[src/rtl/lcd_tg_pkg.sv]
package lcd_tg_pkg;

  typedef enum logic [1:0] {
    PH_ACT  = 2'd0,
    PH_FP   = 2'd1,
    PH_SYNC = 2'd2,
    PH_BP   = 2'd3
  } phase_e;

  localparam logic [2:0] A_CTRL   = 3'd0;
  localparam logic [2:0] A_HTIME  = 3'd1;
  localparam logic [2:0] A_VTIME  = 3'd2;
  localparam logic [2:0] A_SIZE   = 3'd3;
  localparam logic [2:0] A_STATUS = 3'd4;

  typedef struct packed {
    logic pclk;
    logic de;
    logic hs;
    logic vs;
  } inv_t;

endpackage

[src/rtl/lcd_tg_regs.sv]
module lcd_tg_regs
  import lcd_tg_pkg::*;
#(
  parameter int PORCH_W = 8,
  parameter int COORD_W = 12,
  parameter int DIV_W   = 8
) (
  input  logic               clk,
  input  logic               rst_n,
  input  logic               wr_en,
  input  logic [2:0]         wr_addr,
  input  logic [31:0]        wr_data,
  output logic               run,
  output logic [1:0]         irq_sel,
  output inv_t               inv,
  output logic [DIV_W-1:0]   div_m1,
  output logic [PORCH_W-1:0] h_fp,
  output logic [PORCH_W-1:0] h_sy,
  output logic [PORCH_W-1:0] h_bp,
  output logic [PORCH_W-1:0] v_fp,
  output logic [PORCH_W-1:0] v_sy,
  output logic [PORCH_W-1:0] v_bp,
  output logic [COORD_W-1:0] h_act,
  output logic [COORD_W-1:0] v_act,
  output logic               clr_irq
);

  logic               run_d;
  logic [1:0]         sel_d;
  inv_t               inv_d;
  logic [DIV_W-1:0]   div_d;
  logic [PORCH_W-1:0] hfp_d, hsy_d, hbp_d, vfp_d, vsy_d, vbp_d;
  logic [COORD_W-1:0] hact_d, vact_d;
  logic               unused_bits;

  assign unused_bits = ^wr_data;

  always_comb begin
    run_d  = run;
    sel_d  = irq_sel;
    inv_d  = inv;
    div_d  = div_m1;
    hfp_d  = h_fp;
    hsy_d  = h_sy;
    hbp_d  = h_bp;
    vfp_d  = v_fp;
    vsy_d  = v_sy;
    vbp_d  = v_bp;
    hact_d = h_act;
    vact_d = v_act;
    if (wr_en) begin
      case (wr_addr)
        A_CTRL: begin
          run_d = wr_data[0];
          sel_d = wr_data[2:1];
          inv_d = inv_t'(wr_data[7:4]);
          div_d = wr_data[8 +: DIV_W];
        end
        A_HTIME: begin
          hfp_d = wr_data[0 +: PORCH_W];
          hsy_d = wr_data[8 +: PORCH_W];
          hbp_d = wr_data[16 +: PORCH_W];
        end
        A_VTIME: begin
          vfp_d = wr_data[0 +: PORCH_W];
          vsy_d = wr_data[8 +: PORCH_W];
          vbp_d = wr_data[16 +: PORCH_W];
        end
        A_SIZE: begin
          hact_d = wr_data[0 +: COORD_W];
          vact_d = wr_data[16 +: COORD_W];
        end
        default: ;
      endcase
    end
  end

  assign clr_irq = wr_en && (wr_addr == A_STATUS) && wr_data[0];

  always_ff @(posedge clk or negedge rst_n) begin
    if (!rst_n) begin
      run     <= 1'b0;
      irq_sel <= 2'd0;
      inv     <= '0;
      div_m1  <= '0;
      h_fp    <= '0;
      h_sy    <= '0;
      h_bp    <= '0;
      v_fp    <= '0;
      v_sy    <= '0;
      v_bp    <= '0;
      h_act   <= '0;
      v_act   <= '0;
    end else if (wr_en) begin
      run     <= run_d;
      irq_sel <= sel_d;
      inv     <= inv_d;
      div_m1  <= div_d;
      h_fp    <= hfp_d;
      h_sy    <= hsy_d;
      h_bp    <= hbp_d;
      v_fp    <= vfp_d;
      v_sy    <= vsy_d;
      v_bp    <= vbp_d;
      h_act   <= hact_d;
      v_act   <= vact_d;
    end
  end

endmodule

[src/rtl/lcd_tg_clkdiv.sv]
module lcd_tg_clkdiv #(
  parameter int DIV_W = 8
) (
  input  logic             clk,
  input  logic             rst_n,
  input  logic             run,
  input  logic [DIV_W-1:0] ratio_m1,
  output logic             pix_ce,
  output logic             pix_lvl,
  output logic             bypass
);

  localparam int RW = DIV_W + 1;

  logic [DIV_W-1:0] cnt_q, cnt_d;
  logic [RW-1:0]    half;
  logic             cnt_en;

  assign bypass = (ratio_m1 == '0);
  assign half   = ({1'b0, ratio_m1} + RW'(1)) >> 1;
  assign pix_ce = run && (cnt_q == ratio_m1);
  assign pix_lvl = run && ({1'b0, cnt_q} < half);

  always_comb begin
    if (!run || pix_ce) cnt_d = '0;
    else                cnt_d = cnt_q + DIV_W'(1);
  end

  assign cnt_en = run || (cnt_q != '0);

  always_ff @(posedge clk or negedge rst_n) begin
    if (!rst_n)      cnt_q <= '0;
    else if (cnt_en) cnt_q <= cnt_d;
  end

  // with a ratio above one, two pixel strobes are never adjacent
  a_r4_ce_gap: assert property (@(posedge clk) disable iff (!rst_n)
    (pix_ce && ratio_m1 != '0) |=> (!pix_ce || ratio_m1 == '0));

endmodule

[src/rtl/lcd_tg_axis.sv]
module lcd_tg_axis
  import lcd_tg_pkg::*;
#(
  parameter int ACT_W   = 12,
  parameter int PORCH_W = 8
) (
  input  logic               clk,
  input  logic               rst_n,
  input  logic               clear,
  input  logic               step,
  input  logic [ACT_W-1:0]   act_last,
  input  logic [PORCH_W-1:0] fp_last,
  input  logic [PORCH_W-1:0] sy_last,
  input  logic [PORCH_W-1:0] bp_last,
  output phase_e             phase,
  output logic [ACT_W-1:0]   cnt,
  output logic [3:0]         enter,
  output logic               wrap
);

  phase_e           phase_q, phase_d, nxt_ph;
  logic [ACT_W-1:0] cnt_q, cnt_d, cur_last;
  logic             at_last, upd;

  always_comb begin
    case (phase_q)
      PH_ACT:  cur_last = act_last;
      PH_FP:   cur_last = ACT_W'(fp_last);
      PH_SYNC: cur_last = ACT_W'(sy_last);
      default: cur_last = ACT_W'(bp_last);
    endcase
  end

  assign at_last = (cnt_q == cur_last);
  assign nxt_ph  = phase_e'(phase_q + 2'd1);
  assign wrap    = step && at_last && (phase_q == PH_BP);
  assign upd     = clear || step;

  always_comb begin
    enter = 4'b0000;
    if (step && at_last && !clear) enter[nxt_ph] = 1'b1;
  end

  always_comb begin
    phase_d = phase_q;
    cnt_d   = cnt_q;
    if (clear) begin
      phase_d = PH_ACT;
      cnt_d   = '0;
    end else if (step) begin
      if (at_last) begin
        phase_d = nxt_ph;
        cnt_d   = '0;
      end else begin
        cnt_d   = cnt_q + ACT_W'(1);
      end
    end
  end

  always_ff @(posedge clk or negedge rst_n) begin
    if (!rst_n) begin
      phase_q <= PH_ACT;
      cnt_q   <= '0;
    end else if (upd) begin
      phase_q <= phase_d;
      cnt_q   <= cnt_d;
    end
  end

  assign phase = phase_q;
  assign cnt   = cnt_q;

  // R1 and its vertical twin: the counter never passes its phase length
  a_r1_cnt_bound: assert property (@(posedge clk) disable iff (!rst_n)
    cnt_q <= cur_last);

  // phases advance only one step at a time, in raster order
  a_r1_phase_order: assert property (@(posedge clk) disable iff (!rst_n)
    !clear |=> (phase_q == $past(phase_q) ||
                phase_q == phase_e'($past(phase_q) + 2'd1)));

endmodule

[src/rtl/lcd_tg_irq.sv]
module lcd_tg_irq (
  input  logic       clk,
  input  logic       rst_n,
  input  logic [1:0] sel,
  input  logic [3:0] v_enter,
  input  logic       clr,
  output logic       pend
);

  logic set, pend_d;

  assign set = (sel != 2'd0) && v_enter[sel];

  always_comb begin
    if (set)      pend_d = 1'b1;
    else if (clr) pend_d = 1'b0;
    else          pend_d = pend;
  end

  always_ff @(posedge clk or negedge rst_n) begin
    if (!rst_n) pend <= 1'b0;
    else        pend <= pend_d;
  end

  // a pending flag only appears when an interrupt point is chosen
  a_r7_rise_sel: assert property (@(posedge clk) disable iff (!rst_n)
    $rose(pend) |-> ($past(sel) != 2'd0));

  // a one written to the status register clears the flag
  a_r8_clear: assert property (@(posedge clk) disable iff (!rst_n)
    (clr && !set) |=> !pend);

endmodule

[src/rtl/lcd_timing_gen.sv]
module lcd_timing_gen
  import lcd_tg_pkg::*;
#(
  parameter int PORCH_W = 8,
  parameter int COORD_W = 12,
  parameter int DIV_W   = 8
) (
  input  logic               clk,
  input  logic               rst_n,
  input  logic               wr_en,
  input  logic [2:0]         wr_addr,
  input  logic [31:0]        wr_data,
  output logic               pix_clk,
  output logic               hsync,
  output logic               vsync,
  output logic               de,
  output logic [COORD_W-1:0] pix_x,
  output logic [COORD_W-1:0] pix_y,
  output logic               irq
);

  logic               run, clr_irq, pix_ce, pix_lvl, bypass;
  logic [1:0]         irq_sel;
  inv_t               inv;
  logic [DIV_W-1:0]   div_m1;
  logic [PORCH_W-1:0] h_fp, h_sy, h_bp, v_fp, v_sy, v_bp;
  logic [COORD_W-1:0] h_act, v_act, h_cnt, v_cnt;
  phase_e             h_ph, v_ph;
  logic [3:0]         h_enter, v_enter;
  logic               h_wrap, v_wrap;
  logic               unused_axis;
  logic               de_raw, hs_raw, vs_raw, pclk_raw;

  assign unused_axis = ^{h_enter, v_wrap};

  lcd_tg_regs #(.PORCH_W(PORCH_W), .COORD_W(COORD_W), .DIV_W(DIV_W)) u_regs (
    .clk(clk), .rst_n(rst_n), .wr_en(wr_en), .wr_addr(wr_addr), .wr_data(wr_data),
    .run(run), .irq_sel(irq_sel), .inv(inv), .div_m1(div_m1),
    .h_fp(h_fp), .h_sy(h_sy), .h_bp(h_bp), .v_fp(v_fp), .v_sy(v_sy), .v_bp(v_bp),
    .h_act(h_act), .v_act(v_act), .clr_irq(clr_irq)
  );

  lcd_tg_clkdiv #(.DIV_W(DIV_W)) u_div (
    .clk(clk), .rst_n(rst_n), .run(run), .ratio_m1(div_m1),
    .pix_ce(pix_ce), .pix_lvl(pix_lvl), .bypass(bypass)
  );

  lcd_tg_axis #(.ACT_W(COORD_W), .PORCH_W(PORCH_W)) u_hax (
    .clk(clk), .rst_n(rst_n), .clear(!run), .step(pix_ce),
    .act_last(h_act), .fp_last(h_fp), .sy_last(h_sy), .bp_last(h_bp),
    .phase(h_ph), .cnt(h_cnt), .enter(h_enter), .wrap(h_wrap)
  );

  lcd_tg_axis #(.ACT_W(COORD_W), .PORCH_W(PORCH_W)) u_vax (
    .clk(clk), .rst_n(rst_n), .clear(!run), .step(h_wrap),
    .act_last(v_act), .fp_last(v_fp), .sy_last(v_sy), .bp_last(v_bp),
    .phase(v_ph), .cnt(v_cnt), .enter(v_enter), .wrap(v_wrap)
  );

  lcd_tg_irq u_irq (
    .clk(clk), .rst_n(rst_n), .sel(irq_sel), .v_enter(v_enter),
    .clr(clr_irq), .pend(irq)
  );

  always_comb begin
    de_raw   = run && (h_ph == PH_ACT) && (v_ph == PH_ACT);
    hs_raw   = run && (h_ph == PH_SYNC);
    vs_raw   = run && (v_ph == PH_SYNC);
    pclk_raw = bypass ? clk : pix_lvl;
    de       = de_raw ^ inv.de;
    hsync    = hs_raw ^ inv.hs;
    vsync    = vs_raw ^ inv.vs;
    pix_clk  = pclk_raw ^ inv.pclk;
    pix_x    = de_raw ? h_cnt : '0;
    pix_y    = de_raw ? v_cnt : '0;
  end

  // a stopped raster is back at the first active pixel one cycle later
  a_r9_hold: assert property (@(posedge clk) disable iff (!rst_n)
    !run |=> (h_ph == PH_ACT && h_cnt == '0 && v_ph == PH_ACT && v_cnt == '0));

endmodule

[config.mk]
export PLATFORM = sky130hd
export DESIGN_NAME = lcd_timing_gen
export DESIGN_NICKNAME = d
export VERILOG_FILES = /design/src/rtl/lcd_tg_pkg.sv /design/src/rtl/lcd_tg_regs.sv /design/src/rtl/lcd_tg_clkdiv.sv /design/src/rtl/lcd_tg_axis.sv /design/src/rtl/lcd_tg_irq.sv /design/src/rtl/lcd_timing_gen.sv
export SDC_FILE = /design/constraint.sdc
export NUM_CORES = 1
export LEC_CHECK = 0
export BUFFER_PORTS_ARGS = -buffer_cell sky130_fd_sc_hd__buf_2
export CAP_MARGIN = 20
export CORE_MARGIN = 3
export CORE_UTILIZATION = 26
export DETAILED_ROUTE_END_ITERATION = 10
export HOLD_SLACK_MARGIN = 0.05
export SLEW_MARGIN = 20
export SYNTH_ARGS = -nofsm -noshare
export SYNTH_HDL_FRONTEND = slang
export SYNTH_SLANG_ARGS = --single-unit
[constraint.sdc]
create_clock -name clk -period 3 [get_ports clk]
set_input_delay 0.6 -clock clk [delete_from_list [all_inputs] [get_ports clk]]
set_output_delay 0.6 -clock clk [all_outputs]
set_load 0.03 [all_outputs]
# Word level (Yosys, flattened, before mapping)
# Cells that the tools add are included.
# op_classes
n_mux	25
bitwise	4
n_reduce_logical	33
n_lt_le_gt_ge	4
addsub	6
n_eq_ne	16
# ops
cell	count
$mux 12	8
$pmux 12 s3	2
$add 12x1->12 const B	2
$eq 12x12->1	2
$logic_and 1x1->1	14
$mux 2	6
$reduce_and 2->1	6
$add 8x1->9 const B	1
$add 8x1->8 const B	1
$eq 8x8->1	1
$logic_not 8->1	1
$lt 8x8->1	1
$mux 8	1
$ne 2x1->1 const B	4
$reduce_bool 8->1	1
$eq 2x2->1 const B	3
$eq 3x2->1 const B	2
$lt 2x3->1 const B	2
$reduce_and 3->1	2
$mux 1	5
$add 2x1->2 const B	2
$eq 2x1->1 const B	2
$logic_not 2->1	2
$mux 4	1
other kinds (10)	16
# word_totals
register_bits	124
output_inout_bits	29
word_cells	109

# Longest topological paths before layout
# depth
word_depth	12
ltp_mapped	12
mapped_depth_nobuf	10

# Cells and area by module
# A second synthesis with hierarchy kept.
# hier_totals
hier_cells	610
area_unflattened_um2	7125.6
# modules_own_cells
module	seq_area_each_um2	cells_each	instances	area_each_um2
lcd_tg_regs	2177.1	189	1	3334.4
lcd_tg_axis	350.3	141	2	1325.0
lcd_tg_clkdiv	200.2	96	1	819.5
lcd_timing_gen	0.0	37	1	262.8
lcd_tg_irq	25.0	6	1	58.8

==> summary.txt <==
Placement
  – RePlAce Congestion: 0.802
  – Hpwl dp: 12900 µm
  – Cells after DPL: 1019
  – I/O Buffers: 62

Routing
  – Vias per inst: 4.80
  – Pre-Repair DR Iteration Count: 7
  – Post-Route WL: roughly 18000 µm
  – Initial DRC count: 409
  – Routed via count: 5104
  – ANT nets after route: 0
  – Avg WL per Cell: 16.7 µm
  – Drt drc: 0

Synth
  – YS warnings: 0
  – Syn nets: 678
  – Register area share after synthesis: 0.456
  – Number of synthesized flops with an enable pin: 0
  – Synth async-reset ratio: 1.00
  – Top FF cell, synth: dfrtp_1
  – Largest area contributor in the netlist: dfrtp_1
  – Cells after synthesis: between 600 and 700
  – Area contributors post-synth: dfrtp_1 (46%), mux2_2 (12%), xnor2_1 (4.2%)
  – Mapped Area: about 0.007 mm²
  – Post-synthesis area per instance: 11.0 µm²
  – Share of the synthesized area in the top cell type: 0.456
  – Yosys cell types: 53
  – Flops & latches, synth: 124

Floorplan
  – Row count: 58
  – Die area: 0.0281 mm²
  – Top Ports: 67
  – Die X: roughly 170 µm
  – Initial Util: 0.267
  – Die Y: ~170 µm
  – Core Box Area: 0.0255 mm²

Timing
  – RSZ-0062 raised after global routing: true
  – Slew Viols, Final: 0
  – Period utilisation layout: 1.16
  – Final hold vios: 0
  – Max Freq: around 290 MHz
  – Worst Max-Slew Pin Slew: 0.651 ns
  – Slack of the critical path: -0.477 ns
  – Rel. slew slack: 0.563
  – Min Clock Period, post-route: 3.48 ns
  – Setup TNS: -0.477 ns
  – Clock Skew: 0.00786 ns
  – Setup violators final: 3

Power
  – Leakage: between 3 and 4 nW
  – Power Density: 679 mW/mm²
  – Peak VDD IR: 0.000501 V

Clocking
  – Clk slew on worst S/H paths: ~0.060 ns
  – Skew-Pair Late Insertion Delay: 0.52 ns
  – CTS tree: built

Flow run
  – Max cap viols: 0

GRT
  – GRT Total Usage: 0.130
  – Total gr overflow: 0
  – Vias in the first global route: 5272
  – Initial antenna violation count: 0
  – Largest net degree at the start of global routing: 61
  – First-pass GRT wire length: 28800 µm

Finish
  – Share of cells above drive strength 1: 0.356
  – Commonest non-fill, non-tap cell in the layout: dfrtp_1
  – Layout overhead on the synthesized area: 27.4%
  – Fillcell total: 2534
  – Final net count: 781
  – Final Instance Count excl. Fillers: 1063
  – Fin util: 0.340
  – # diodes: 0
  – Most frequent cells in the layout: dfrtp_1 (124), mux2_2 (73), buf_2 (60), nand2_1 (49), buf_4 (47)

Worst setup path
  – Worst EP required: 2.40 ns
  – Critical path launch point type: register
  – Critical Path AT: 2.88 ns
  – Crit Path Category: register to primary output
  – CP Max Fanout: 2
  – Element type at the critical path end: primary output
  – Reg2reg setup slack: 0.06 ns

Outcome
  – Status: complete, but fails checks
  – Failing checks: setup timing

Worst hold path
  – Hold crit path type: input pin to register
==> state kept, by name (all words and copies together), names as in the netlist <==
signal,flops
u_regs.h_sy,8
u_regs.run,1
u_hax.cnt,12
u_regs.v_sy,8
u_irq.pend,1
u_regs.h_bp,8
u_regs.v_act,12
u_vax.phase,2
u_regs.v_fp,8
u_regs.h_act,12
u_regs.irq_sel,2
u_regs.inv,4
u_regs.div_m1,8
u_div.cnt_q,8
u_regs.v_bp,8
u_vax.cnt,12
u_hax.phase,2
u_regs.h_fp,8
==> critical path, cell delays in order, from the launching register on <==
cell	delay [ns]
dfrtp_1	0.40
ha_4	0.18
and3_4	0.18
nand3_2	0.07
xor2_1	0.17
ha_1	0.27
a21o_1	0.17
a21oi_2	0.13
o21ai_2	0.08
or4_4	0.49
nand3_4	0.08
buf_6	0.13
==> timing repair <==
action	CTS	global route
endpoints found under the hold margin	28	0
hold buffers	1	0
gates resized for setup	8	22
setup endpoints to repair	4	42
pin swaps	4	19
setup buffers	1	7
==> per-layer routing <==
metal  part of all wire  global-route usage  wire (µm)  vias up
li1                   -                   -          -     2403
met1               0.47               0.176       8410     2566
met2               0.48               0.205       8480      114
met3              0.038              0.0293        668       21
met4              0.013              0.0484        240        0
met5                  0                   0          0        -
==> Yosys cell counts (all sizes together) (8+ instances only) <==
| cell | number |
|---|---|
| nor3 | 8 |
| nand4 | 9 |
| o21ai | 28 |
| xnor2 | 33 |
| buf | 13 |
| a22o | 12 |
| ha | 22 |
| nor2 | 27 |
| and2 | 27 |
| and3 | 12 |
| xor2 | 20 |
| mux2 | 73 |
| a222oi | 15 |
| nand2 | 49 |
| dfrtp | 124 |
| clkbuf | 19 |
| o22ai | 13 |
| mux2i | 16 |
| inv | 25 |
| nand3 | 26 |
==> power by group <==
| group | switching [mW] | total [mW] | leakage [nW] | internal [mW] |
|---|---|---|---|---|
| combinational | 0.553 | 1.11 | 1.86 | 0.557 |
| sequential | 0.194 | 2.14 | 1.56 | 1.94 |
| clock | 0.780 | 2.64 | 0.402 | 1.86 |
| total | 1.53 | 5.88 | 3.82 | 4.36 |
==> cell families after synthesis <==
family,after synthesis,share of synthesized area
AOI/OAI and AO/OA,88,0.0969
xor gates and xnor gates,53,0.0682
adders and majority gates,22,0.0405
buffers and inverters,58,0.0423
DFF,124,0.456
muxes,89,0.144
and+or+nand+nor,184,0.152
==> worst paths after layout <==
| check | cells past startpoint | from | endpoint |
|---|---|---|---|
| min in group asynchronous | 2 | rst_n | u_hax.cnt[11] |
| setup / recovery | 11 | u_regs.div_m1[0] | pix_clk |
| hold / removal | 2 | wr_data[24] | u_regs.v_act[8] |
| setup reg to reg | 11 | u_hax.phase[0] | u_hax.phase[1] |
| hold reg to reg | 1 | u_regs.h_sy[2] | u_regs.h_sy[2] |
| max in group asynchronous | 3 | rst_n | u_vax.cnt[1] |
==> final cells by class <==
| class | count | area (µm²) | area share |
|---|---|---|---|
| timing repair buffer | 111 | 723 | 0.0834 |
| sequential | 124 | 3100 | 0.358 |
| inverter | 26 | 97.6 | 0.0113 |
| clock buffer | 30 | 627 | 0.0723 |
| clock inverter | 6 | 155 | 0.0179 |
| multi-input combinational | 436 | 3550 | 0.410 |
| tap | 330 | 413 | 0.0476 |
==> through the flow <==
step                      power (mW)  worst slack [ns]  hold slack, ns  instance area [µm²]
after floorplan                 2.88           0.00655           0.304                 6810
after global placement          3.24           -0.0782           0.486                 7690
after detailed placement        3.26            -0.106           0.495                 7690
after CTS                       5.91            -0.557           0.288                 8500
after global routing            6.18            -0.603           0.300                 8670
final                           5.88            -0.477           0.306                 8670
(Power assumes the default switching activity.)
